$ cat src/rtl/intc_l1_pkg.sv
package intc_l1_pkg;
  localparam int DATA_W = 32;
  localparam int ADDR_W = 8;

  localparam logic [ADDR_W-1:0] OFS_PEND  = 8'h00;
  localparam logic [ADDR_W-1:0] OFS_MASK  = 8'h04;
  localparam logic [ADDR_W-1:0] OFS_SENSE = 8'h08;
  localparam logic [ADDR_W-1:0] OFS_ROUTE = 8'h0C;
  localparam logic [ADDR_W-1:0] OFS_NSRC  = 8'h10;
  localparam logic [ADDR_W-1:0] OFS_FSRC  = 8'h14;
endpackage

$ cat src/rtl/intc_l1_sync.sv
module intc_l1_sync #(
  parameter int W = 32
) (
  input  logic         clk,
  input  logic         rst_ni,
  input  logic [W-1:0] async_i,
  output logic [W-1:0] level_o,
  output logic [W-1:0] rise_o
);
  logic [W-1:0] meta_q, stab_q, prev_q;
  logic [W-1:0] meta_d, stab_d, prev_d;

  always_comb begin
    meta_d = async_i;
    stab_d = meta_q;
    prev_d = stab_q;
  end

  always_ff @(posedge clk or negedge rst_ni) begin
    if (!rst_ni) begin
      meta_q <= '0;
      stab_q <= '0;
      prev_q <= '0;
    end else begin
      meta_q <= meta_d;
      stab_q <= stab_d;
      prev_q <= prev_d;
    end
  end

  assign level_o = stab_q;
  assign rise_o  = stab_q & ~prev_q;

  AST_RISE_SINGLE: assert property (@(posedge clk) disable iff (!rst_ni)
    (rise_o != '0) |=> ((rise_o & $past(rise_o)) == '0))
    else $error("rise flagged two cycles in a row");
endmodule

$ cat src/rtl/intc_l1_pend.sv
module intc_l1_pend #(
  parameter int W = 32
) (
  input  logic         clk,
  input  logic         rst_ni,
  input  logic [W-1:0] set_i,
  input  logic         wr_en_i,
  input  logic [W-1:0] wr_data_i,
  input  logic [W-1:0] ack_i,
  output logic [W-1:0] pend_o
);
  logic [W-1:0] pend_q, pend_d, clr_vec;

  always_comb begin
    clr_vec = ack_i;
    if (wr_en_i) clr_vec = clr_vec | ~wr_data_i;
    pend_d = (pend_q & ~clr_vec) | set_i;
  end

  always_ff @(posedge clk or negedge rst_ni) begin
    if (!rst_ni) pend_q <= '0;
    else         pend_q <= pend_d;
  end

  assign pend_o = pend_q;

  AST_SET_WINS: assert property (@(posedge clk) disable iff (!rst_ni)
    (set_i != '0) |=> ((pend_q & $past(set_i)) == $past(set_i)))
    else $error("a set request was lost");

  AST_ONES_KEEP: assert property (@(posedge clk) disable iff (!rst_ni)
    (wr_en_i && ack_i == '0) |=> ((pend_q & $past(pend_q & wr_data_i)) == $past(pend_q & wr_data_i)))
    else $error("a bit written as one was disturbed");
endmodule

$ cat src/rtl/intc_l1_prio.sv
module intc_l1_prio #(
  parameter int W = 32,
  localparam int IW = $clog2(W)
) (
  input  logic          clk,
  input  logic          rst_ni,
  input  logic [W-1:0]  req_i,
  output logic          valid_o,
  output logic [IW-1:0] idx_o
);
  always_comb begin
    valid_o = 1'b0;
    idx_o   = '0;
    for (int i = W - 1; i >= 0; i--) begin
      if (req_i[i]) begin
        valid_o = 1'b1;
        idx_o   = IW'(i);
      end
    end
  end

  AST_LOWEST_WINS: assert property (@(posedge clk) disable iff (!rst_ni)
    valid_o |-> (req_i[idx_o] && ((req_i & ~({W{1'b1}} << idx_o)) == '0)))
    else $error("winner is not the lowest requester");
endmodule

$ cat src/rtl/intc_l1.sv
module intc_l1
  import intc_l1_pkg::*;
#(
  parameter int NUM_LINES = 32,
  localparam int IW = $clog2(NUM_LINES)
) (
  input  logic                 clk,
  input  logic                 rst_n,
  input  logic [NUM_LINES-1:0] irq_lines_i,
  input  logic [ADDR_W-1:0]    bus_addr_i,
  input  logic                 bus_wr_i,
  input  logic                 bus_rd_i,
  input  logic [DATA_W-1:0]    bus_wdata_i,
  output logic [DATA_W-1:0]    bus_rdata_o,
  output logic                 irq_o,
  output logic                 fiq_o
);
  // reset synchronizer: asserted at once, released on the clock
  logic [1:0] rst_pipe_q;
  logic       rst_ni;

  always_ff @(posedge clk or negedge rst_n) begin
    if (!rst_n) rst_pipe_q <= 2'b00;
    else        rst_pipe_q <= {rst_pipe_q[0], 1'b1};
  end
  assign rst_ni = rst_pipe_q[1];

  // configuration registers
  logic [NUM_LINES-1:0] mask_q, mask_d, sense_q, sense_d, route_q, route_d;
  logic mask_en, sense_en, route_en, pend_wr;
  logic [NUM_LINES-1:0] wdata_lines;

  assign wdata_lines = bus_wdata_i[NUM_LINES-1:0];

  always_comb begin
    mask_en  = bus_wr_i && (bus_addr_i == OFS_MASK);
    sense_en = bus_wr_i && (bus_addr_i == OFS_SENSE);
    route_en = bus_wr_i && (bus_addr_i == OFS_ROUTE);
    pend_wr  = bus_wr_i && (bus_addr_i == OFS_PEND);
    mask_d   = mask_en  ? wdata_lines : mask_q;
    sense_d  = sense_en ? wdata_lines : sense_q;
    route_d  = route_en ? wdata_lines : route_q;
  end

  always_ff @(posedge clk or negedge rst_ni) begin
    if (!rst_ni) begin
      mask_q  <= '1;
      sense_q <= '0;
      route_q <= '0;
    end else begin
      mask_q  <= mask_d;
      sense_q <= sense_d;
      route_q <= route_d;
    end
  end

  // input capture
  logic [NUM_LINES-1:0] lvl, rise, set_vec, pend, ack_vec;

  intc_l1_sync #(.W(NUM_LINES)) u_sync (
    .clk(clk), .rst_ni(rst_ni), .async_i(irq_lines_i),
    .level_o(lvl), .rise_o(rise)
  );

  assign set_vec = (sense_q & rise) | (~sense_q & lvl);

  intc_l1_pend #(.W(NUM_LINES)) u_pend (
    .clk(clk), .rst_ni(rst_ni), .set_i(set_vec),
    .wr_en_i(pend_wr), .wr_data_i(wdata_lines),
    .ack_i(ack_vec), .pend_o(pend)
  );

  // arbitration per output
  localparam int NOUT = 2;
  logic [NOUT-1:0]          win_valid;
  logic [NOUT-1:0][IW-1:0]  win_idx;
  logic [NOUT-1:0]          src_rd;
  logic [NUM_LINES-1:0]     active;

  assign active = pend & ~mask_q;

  for (genvar g = 0; g < NOUT; g++) begin : g_out
    logic [NUM_LINES-1:0] req;
    assign req = (g == 0) ? (active & ~route_q) : (active & route_q);
    intc_l1_prio #(.W(NUM_LINES)) u_prio (
      .clk(clk), .rst_ni(rst_ni), .req_i(req),
      .valid_o(win_valid[g]), .idx_o(win_idx[g])
    );
  end

  assign src_rd[0] = bus_rd_i && (bus_addr_i == OFS_NSRC);
  assign src_rd[1] = bus_rd_i && (bus_addr_i == OFS_FSRC);

  always_comb begin
    ack_vec = '0;
    for (int o = 0; o < NOUT; o++) begin
      if (src_rd[o] && win_valid[o])
        ack_vec = ack_vec | (NUM_LINES'(1) << win_idx[o]);
    end
    ack_vec = ack_vec & sense_q;
  end

  assign irq_o = win_valid[0];
  assign fiq_o = win_valid[1];

  // read data
  always_comb begin
    bus_rdata_o = '0;
    if (bus_rd_i) begin
      case (bus_addr_i)
        OFS_PEND:  bus_rdata_o = DATA_W'(pend);
        OFS_MASK:  bus_rdata_o = DATA_W'(mask_q);
        OFS_SENSE: bus_rdata_o = DATA_W'(sense_q);
        OFS_ROUTE: bus_rdata_o = DATA_W'(route_q);
        OFS_NSRC:  bus_rdata_o = DATA_W'(win_idx[0]);
        OFS_FSRC:  bus_rdata_o = DATA_W'(win_idx[1]);
        default:   bus_rdata_o = '0;
      endcase
    end
  end

  AST_MASK_ALL_QUIET: assert property (@(posedge clk) disable iff (!rst_ni)
    (&mask_q) |-> (!irq_o && !fiq_o))
    else $error("request output while all lines masked");

  AST_SRC_UPPER_ZERO: assert property (@(posedge clk) disable iff (!rst_ni)
    (src_rd != '0) |-> (bus_rdata_o[DATA_W-1:IW] == '0))
    else $error("encoded source has upper bits set");

  AST_EDGE_ACK_CLEARS: assert property (@(posedge clk) disable iff (!rst_ni)
    (src_rd[0] && irq_o && sense_q[win_idx[0]] && !set_vec[win_idx[0]])
      |=> !pend[$past(win_idx[0])])
    else $error("edge line not acknowledged by source read");

  AST_LEVEL_ACK_KEEPS: assert property (@(posedge clk) disable iff (!rst_ni)
    (src_rd[0] && irq_o && !sense_q[win_idx[0]] && !pend_wr)
      |=> pend[$past(win_idx[0])])
    else $error("level line cleared by source read");
endmodule

$ cat config.mk
export PLATFORM = sky130hd
export DESIGN_NAME = intc_l1
export DESIGN_NICKNAME = d
export VERILOG_FILES = /design/src/rtl/intc_l1_pkg.sv /design/src/rtl/intc_l1_sync.sv /design/src/rtl/intc_l1_pend.sv /design/src/rtl/intc_l1_prio.sv /design/src/rtl/intc_l1.sv
export SDC_FILE = /design/constraint.sdc
export NUM_CORES = 1
export LEC_CHECK = 0
export BUFFER_PORTS_ARGS = -buffer_cell sky130_fd_sc_hd__buf_2
export CAP_MARGIN = 5
export CORE_MARGIN = 4
export CORE_UTILIZATION = 25
export DETAILED_ROUTE_END_ITERATION = 10
export SYNTH_ARGS = -nofsm -noshare
export SYNTH_HDL_FRONTEND = slang
export SYNTH_SLANG_ARGS = --single-unit
$ cat constraint.sdc
create_clock -name clk -period 19.3 [get_ports clk]
set_input_delay 3.86 -clock clk [delete_from_list [all_inputs] [get_ports clk]]
set_output_delay 3.86 -clock clk [all_outputs]
set_load 0.05 [all_outputs]
# Word level (Yosys, flattened, before mapping)
# Cells that the tools add are included.
[word_totals]
elab_cells = 175
ff_bits = 226
[classes]
reduce_logical = 9
mux = 133
n_bitwise = 18
n_shift = 2
n_eq_ne = 5
[op_table]
columns = ["cell", "n"]
rows = [
  ["$mux 5", 64],
  ["$and 32x32->32", 8],
  ["$not 32->32", 6],
  ["$pmux 32 s6", 1],
  ["$mux 32", 4],
  ["$or 32x32->32", 4],
  ["$mux 1", 64],
  ["$shl 1x5->32 const A", 2],
  ["$eq 8x4->1 const B", 2],
  ["$eq 8x5->1 const B", 2],
  ["$eq 8x3->1 const B", 1],
  ["$logic_and 1x1->1", 8],
  ["$logic_not 8->1", 1],
]

# Logic depth before layout (Yosys ltp)
# Gate-level depths: netlist of run 1.
[logic_depth]
depth_word = 45
depth_mapped = 9

# Modules after synthesis
# Synthesis of run 1 repeated with hierarchy kept, for this count alone.
[hier_totals]
hier_cells = 929
area_unflattened_um2 = 11375.9
[by_module_without_submodules]
columns = ["module", "cells_per_inst", "area_each_um2", "n_inst", "seq_area_each_um2"]
rows = [
  ["intc_l1", 540, 6368.6, 1, 2492.4],
  ["intc_l1_sync", 128, 2842.7, 1, 2402.3],
  ["intc_l1_pend", 131, 1423.9, 1, 800.8],
  ["intc_l1_prio", 65, 370.4, 2, 0.0],
]

# Worst setup path after synthesis of run 1
# Ideal clock, no wire load.
[synth_timing]
path_type = "in2out"
from = "input port bus_addr_i[0]"
to = "output port bus_rdata_o[11]"
path_slack_ns = 9.372
n_path_buf = 2
arrival_ns = 6.068
stages = 6
cell_sequence = "or4_4 > or4_1 > clkbuf_1 > clkbuf_1 > o22a_1 > nor2_1"
[synth_via]
elab_chain_cells = 3
elab_cells_between_ends = 8
[synth_lines]
columns = ["element", "line_no", "text"]
rows = [
  ["from (decl)", "intc_l1.sv:10", "input logic [ADDR_W-1:0] bus_addr_i,"],
  ["$eq 8x5->1, or another cell as far along", "intc_l1.sv:110", "case (bus_addr_i)"],
  ["$pmux 32 s6 *", "intc_l1.sv:110", ""],
  ["$mux 32 *", "intc_l1.sv:109", "if (bus_rd_i) begin"],
  ["to (decl)", "intc_l1.sv:14", "output logic [DATA_W-1:0] bus_rdata_o,"],
]
# Mark *: on every way between the ends. The rest lies on a longest branch, timed or not.

# Worst setup path after layout of run 1
[layout_timing]
from = "input port bus_addr_i[3]"
to = "output port bus_rdata_o[3]"
# The elaborated chain is that of the path after synthesis.

==> results of run 1 <==
[power groups by stage]
| stage | Clock [mW] | Combinational (mW) | Sequential (mW) |
|---|---|---|---|
| floorplan | 0 | 0.0869 | 0.521 |
| CTS | 0.538 | 0.147 | 0.515 |
| detailed placement | 0 | 0.146 | 0.523 |
| global route | 0.557 | 0.159 | 0.518 |
| finish | 0.525 | 0.148 | 0.514 |
| global placement | 0 | 0.146 | 0.521 |
[synthesized netlist by cell type (all sizes together), types with 2 or more instances]
library cell  count
a211o             3
a211oi            7
a21bo             3
a21boi            3
a21o              2
a21oi            52
a221o            15
a31oi            13
a41oi             4
and2              9
and3              3
and3b            13
and4              2
buf              18
clkbuf           29
dfrtp           194
dfstp            32
inv              56
mux2             96
mux2i            54
mux4              5
nand2            33
nand2b            6
nand3            14
nand3b           23
nand4            20
nand4b            2
nor2             50
nor2b             5
nor3             11
nor3b            33
nor4             25
nor4b            14
o2111ai           6
o211ai            6
o21a              9
o21ai            47
o22a             27
o311a             2
o31ai            11
o41ai             5
or2               3
or3               5
or3b             12
or4               7
[per-stage QoR]
step | setup slack [ns] | instances
2_1_floorplan | 9.372 | 1002
3_3_place_gp | 8.873 | 1666
3_5_place_dp | 8.825 | 1666
4_1_cts | 8.840 | 1716
5_1_grt | 8.673 | 1716
6_report | 8.920 | 1717
[critical path: stages]
cell	delay [ns]
buf_4	0.41
buf_4	0.62
nand2_1	0.10
nand3_1	0.68
buf_4	0.43
a21oi_1	0.08
buf_2	0.24
[registers in the layout, indices dropped and copies added, names as in the netlist]
| name | cells |
|---|---|
| mask_q | 32 |
| route_q | 32 |
| rst_pipe_q | 2 |
| sense_q | 32 |
| u_pend.pend_o | 32 |
| u_sync.level_o | 32 |
| u_sync.meta_q | 32 |
| u_sync.prev_q | 32 |
[metal layers]
| layer | global-route usage | part of all wire | vias to the layer above |
|---|---|---|---|
| li1 | - | - | 3978 |
| met2 | 0.2472 | 0.46 | 301 |
| met3 | 0.03268 | 0.070 | 70 |
| met5 | 0 | 0.0020 | - |
| met1 | 0.2063 | 0.44 | 4519 |
| met4 | 0.03684 | 0.025 | 10 |
[cell families after synthesis]
| group | count (synthesis) | share of synthesized area |
|---|---|---|
| buffers and inverters | 103 | 0.03617 |
| muxes | 155 | 0.1543 |
| AOI/OAI and AO/OA | 225 | 0.1394 |
| other | 1 | 0.0003336 |
| DFF | 226 | 0.5067 |
| and+or+nand+nor | 292 | 0.1632 |
[cell type report]
class                   instances  area [um2]  area share
diodes                          1       2.502   0.0001875
clock buffers                  44       779.5     0.05840
clock inverters                 6       133.9     0.01003
inverters                      56       210.2     0.01575
multi-input cells             673        5159      0.3865
flip-flops and latches        226        5699      0.4270
well taps                     592       740.7     0.05549
repair buffers                119       623.1     0.04668
[worst paths after layout]
path	from	to	slack, ns	cells past startpoint
min	u_sync.meta_q[8]	u_sync.level_o[8]	0.35	0
max	bus_addr_i[3]	bus_rdata_o[3]	8.92	7
min reg2reg	u_sync.meta_q[8]	u_sync.level_o[8]	0.35	0
min in group asynchronous	rst_pipe_q[1]	u_pend.pend_o[2]	0.43	0
max in group asynchronous	rst_n	rst_pipe_q[1]	16.09	1
max reg2reg	mask_q[0]	u_pend.pend_o[29]	15.79	7
[placed cells by master, fill, tap and decap left out, drive strengths merged, types with 15 or more instances in the layout]
cell      n
a21oi    52
a221o    15
buf     119
clkbuf   44
dfrtp   194
dfstp    32
inv      57
mux2     96
mux2i    54
nand2    33
nand3b   23
nand4    20
nor2     50
nor3b    33
nor4     25
o21ai    47
o22a     27
==> impl_metrics.tcl, run 1 <==
set metrics [dict create \
    fillers 4615 \
    antenna_found_initial 6 \
    finalSetupTns_ns 0 \
    ctsResizeCount 0 \
    cts_num_sinks 226 \
    synth_edf_count 0 \
    drtIter0Drc 655 \
    fmax_mhz 96.34 \
    place_congestion 0.9348 \
    worst_setup_path_start_kind "primary input" \
    avgSynthCellArea_um2 11.22 \
    syn_to_final_growth_pct 18.74 \
    synth.largest_area_cell "dfrtp_1" \
    synth_cells 1002 \
    power_frac_seq 0.433 \
    io_buffers 109 \
    cts.clk_slew.worst_paths_ns 0.05 \
    switchingPower_mw 0.3167 \
    cts_tree "done" \
    postCtsSetupRepairBufs 0 \
    wl_per_cell_um 21.55 \
    cp-end-kind "output port" \
    crit_arrival_ns 6.52 \
    postLayoutCellArea_um2 13350 \
    slew-limit-headroom 0.2564 \
    required_ns 15.44 \
    place_hpwl_um 26050 \
    crit_fanout 37 \
    async_flop_share 1.000 \
    cts-root-buf "clkbuf_16" \
    p_int_mw 0.8708 \
    crit_type "primary input to output port" \
    synthesis.nets 1078 \
    cap_violations 0 \
    synth_area_leaders "dfrtp_1 (43%), dfstp_2 (7.5%), mux2_2 (7.4%)" \
    hold_viol 0 \
    synthesis.area_um2 11240 \
    ys_types 74 \
    ir_worst_vdd_mv 0.07569 \
    yosys.area.top_type_share 0.4319 \
    grt_max_degree 84 \
    die_area_um2 48420 \
    ctsHoldBuffers 0 \
    yosys_warnings 0 \
    pwr-share-comb 0.125 \
    grt_first_pass_wirelength_um 56270 \
    clock_path_buffers 3 \
    clkPwrFrac 0.442 \
    viasPerCell 5.171 \
    power.density_nw_per_um2 88.97 \
    synth-seq-cells 226 \
    insertion_delay_ns 0.56 \
    detail-route-antenna-nets 0 \
    routed_wl_um 36990 \
    fin_crit_sh 0.5378 \
    hold_slack_ns 0.3462 \
    final-setup-viol-count 0 \
    hp-class "flop to flop" \
    core_area_um2 44320 \
    p_total_mw 1.188 \
    io_pins 110 \
    fin_skew_ns 0.03055 \
    finish.utilization 0.3012 \
    rows 77 \
    finalCriticalPeriod_ns 10.38 \
    synth_seq_area_share 0.5067 \
    die_width_um 220.0 \
    drc 0 \
    outcome "completed" \
    overflow 0 \
    htreeDepth 1 \
    swShare 0.2667 \
    grt_use_total 0.1517 \
    die_h_um 220.0 \
    grt_pass1_vias 9001 \
    rsz0062_at_grt "no" \
    ys.flop_type "dfrtp_1" \
    leakagePower_nw 5.687 \
    vias 8878 \
    cts-buffers-inserted 27 \
    drive_gt1_frac 0.2678 \
    tightest_slew_ns 1.115 \
    nNetsFinal 1179 \
    dr.pass1.iters 6 \
    placed_area_um2 12430 \
    slew_violations 0 \
    initial_core_util 0.2536 \
]
Note: power is estimated with default switching activity, not from simulation.
==> inputs of run 2 (changes only) <==
--- a/config.mk
+++ b/config.mk
@@ -5,6 +5,7 @@
 export SDC_FILE = /design/constraint.sdc
 export NUM_CORES = 1
 export LEC_CHECK = 0
+export ABC_AREA = 1
 export BUFFER_PORTS_ARGS = -buffer_cell sky130_fd_sc_hd__buf_2
 export CAP_MARGIN = 5
 export CORE_MARGIN = 4
==> constraint.sdc (replaced) <==
create_clock -name clk -period 10.3 [get_ports clk]
set_input_delay 2.06 -clock clk [delete_from_list [all_inputs] [get_ports clk]]
set_output_delay 2.06 -clock clk [all_outputs]
set_load 0.05 [all_outputs]
==> run 2 against run 1 <==
  * Via count increased by 2.5%
  * Cell area decreased by 5.0%
  * Non-clock buffer count increased by 6
  * Sequential share of layout area increased by 2.2 points
  * Critical path depth increased by 6
  * Synthesized cell count increased by 30%
  * First-iteration DRC count increased by 17%
  * Area after synthesis decreased by 5.7%
==> impl_metrics.tcl, run 2 <==
set metrics [dict create \
    finalSetupTns_ns 0 \
    synthesis.nets 1382 \
    overflow 0 \
    io_buffers 109 \
    r2r_setup_slack_ns 6.58 \
    outcome "completed" \
    ys.flop_type "dfrtp_1" \
    die_width_um 213.9 \
    m1WireLength_um 15070 \
    antenna_found_initial 3 \
    synth-seq-cells 226 \
    cts-buffers-inserted 27 \
    synth-xor-area-share 0 \
    dr.pass1.iters 5 \
    placed_area_um2 11740 \
    place_hpwl_um 23280 \
    cts_num_sinks 226 \
    fmax_mhz 136.7 \
    clock_path_buffers 3 \
    routed_wl_um 32790 \
    io_pins 110 \
    path_cells "buf_2, nor2_1, inv_1, nor3_1, inv_1, nor2_1, nand3_2, o21ai_0, a221oi_1, o311ai_0, nand2_1, inv_1, buf_2" \
    drc 0 \
    viasPerCell 4.605 \
    tightest_slew_ns 1.227 \
    place_congestion 0.8829 \
    crit_path_frequent_cell "inv_1" \
    cap_violations 0 \
    crit_fanout 32 \
    synth-compound-area-share 0.1290 \
    synthTopCellsByCount "nand2_1 (414), dfrtp_1 (194), inv_1 (167)" \
    avgSynthCellArea_um2 8.116 \
    die_area_um2 45750 \
    ctsResizeCount 0 \
    hold_viol 0 \
    critPathMaxStageDelay_ns 0.74 \
    slew-limit-headroom 0.1801 \
    slew_violations 0 \
    postCtsSetupRepairBufs 0 \
    yosysMostFrequentCell "nand2_1" \
    synth_cells 1306 \
    r2r_start "route_q[31]" \
    drive_gt1_frac 0.1616 \
    hp-class "flop to async pin" \
    final_common_cell "nand2_1" \
    cts-root-buf "clkbuf_16" \
    die_h_um 213.9 \
    detail-route-antenna-nets 0 \
    insertion_delay_ns 0.54 \
    grt_use_total 0.1413 \
    synth_fa_ha_area_frac 0 \
    grt_max_degree 70 \
    rsz0062_at_grt "no" \
    ctsHoldBuffers 0 \
    crit_type "primary input to output port" \
    initial_core_util 0.2527 \
    yosys_warnings 0 \
    synth_simple_gate_area_frac 0.2519 \
    synth_top_family_by_area "simple AND/OR/NAND/NOR gates" \
    synth_area_leaders "dfrtp_1 (46%), nand2_1 (15%), dfstp_2 (7.9%)" \
    grt_pass1_vias 9260 \
    final-setup-viol-count 0 \
    wl_met3_um 1569 \
    postLayoutCellArea_um2 12680 \
    core_area_um2 41950 \
    synth_edf_count 0 \
    leakagePower_nw 5.818 \
    crit_arrival_ns 5.25 \
    cp-endpoint "bus_rdata_o[0]" \
    ir_worst_vdd_mv 0.1147 \
    drtIter0Drc 765 \
    yosys.area.top_type_share 0.4580 \
    met2_length_um 15250 \
    synth_seq_area_share 0.5374 \
    synth.largest_area_cell "dfrtp_1" \
    crit_slowest_cell "nand3_2" \
    muxShareOfSynthArea 0 \
    fin_crit_sh 0.7101 \
    async_flop_share 1.000 \
    htreeDepth 1 \
    vias 9100 \
    mostFrequentLayoutCells "nand2_1 (414), dfrtp_1 (193), inv_1 (167), o21ai_0 (132), nand3_1 (110)" \
    synthesis.area_um2 10600 \
    routed.top_layer "met5" \
    grt_first_pass_wirelength_um 52410 \
    rows 75 \
    worst_setup_path_start_kind "primary input" \
    power.density_nw_per_um2 171.6 \
    wl_per_cell_um 16.59 \
    finalCriticalPeriod_ns 7.314 \
    cts.clk_slew.worst_paths_ns 0.06 \
    cp-end-kind "output port" \
    fin_skew_ns 0.01509 \
    fin_cells 1976 \
    nNetsFinal 1491 \
    syn_to_final_growth_pct 19.66 \
    required_ns 8.24 \
    ys_types 32 \
    cts_tree "done" \
    cp-startpoint "bus_addr_i[7]" \
    rr_worst_depth 19 \
    dp.cells 1925 \
    r2r_end "u_pend.pend_o[27]" \
]
## run 2: area by class of cell
type / count / area, um2
Antenna cell: 1 / 2.502
Fill cell: 4437 / 29260
Timing Repair Buffer: 125 / 665.6
Sequential cell: 226 / 5699
Clock inverter: 7 / 95.09
Tap cell: 539 / 674.4
Clock buffer: 43 / 845.8
Multi-Input combinational cell: 867 / 4069
Inverter: 168 / 630.6
## run 2: per-layer routing
| metal | GRT usage | vias to the layer above |
|---|---|---|
| met5 | 0 | - |
| met4 | 0.03955 | 4 |
| met3 | 0.02142 | 58 |
| met2 | 0.2304 | 240 |
| met1 | 0.1967 | 4329 |
| li1 | - | 4469 |
## run 2: worst max-delay path, delay by kind of cell
kind	cells	cell delay (ns)
buffers and inverters	5	0.65
and+or+nand+nor	5	1.79
AOI/OAI and AO/OA	3	0.72
## run 2: worst min-delay path by stage
stage / start / endpoint / slack [ns] / cells past startpoint
floorplan: rst_pipe_q[0] / rst_pipe_q[1] / 0.33 / 0
global placement: rst_pipe_q[1] / u_sync.level_o[1] / 0.30 / 0
detailed placement: rst_pipe_q[1] / u_sync.level_o[1] / 0.31 / 0
CTS: rst_pipe_q[1] / u_sync.level_o[1] / 0.31 / 0
global route: rst_pipe_q[1] / u_sync.level_o[1] / 0.33 / 0
finish: rst_pipe_q[1] / u_sync.level_o[1] / 0.28 / 0
## run 2: stage by stage
step	hold slack (ns)	worst slack, ns	utilization	power [mW]
after floorplan	0.3312	3.592	-	1.129
after global placement	0.3027	3.078	0.2799	1.206
after detailed placement	0.3056	2.982	0.2799	1.210
after CTS	0.3144	2.983	0.3023	2.210
after global routing	0.3343	2.713	0.3023	2.274
final	0.2811	2.986	0.3023	2.177
## run 2: report_power, final
group / switching (mW) / internal (mW)
logic: 0.174 / 0.0651
registers: 0.0245 / 0.931
clock network: 0.373 / 0.610
## run 2: kinds of logic (layout without fill, tap and decap cells)
kind of cell / after synthesis / count (layout)
other: 1 / 2
buffers and inverters: 213 / 343
AO/OA/AOI/OAI: 237 / 237
AND/OR/NAND/NOR: 629 / 629
flip-flops: 226 / 226
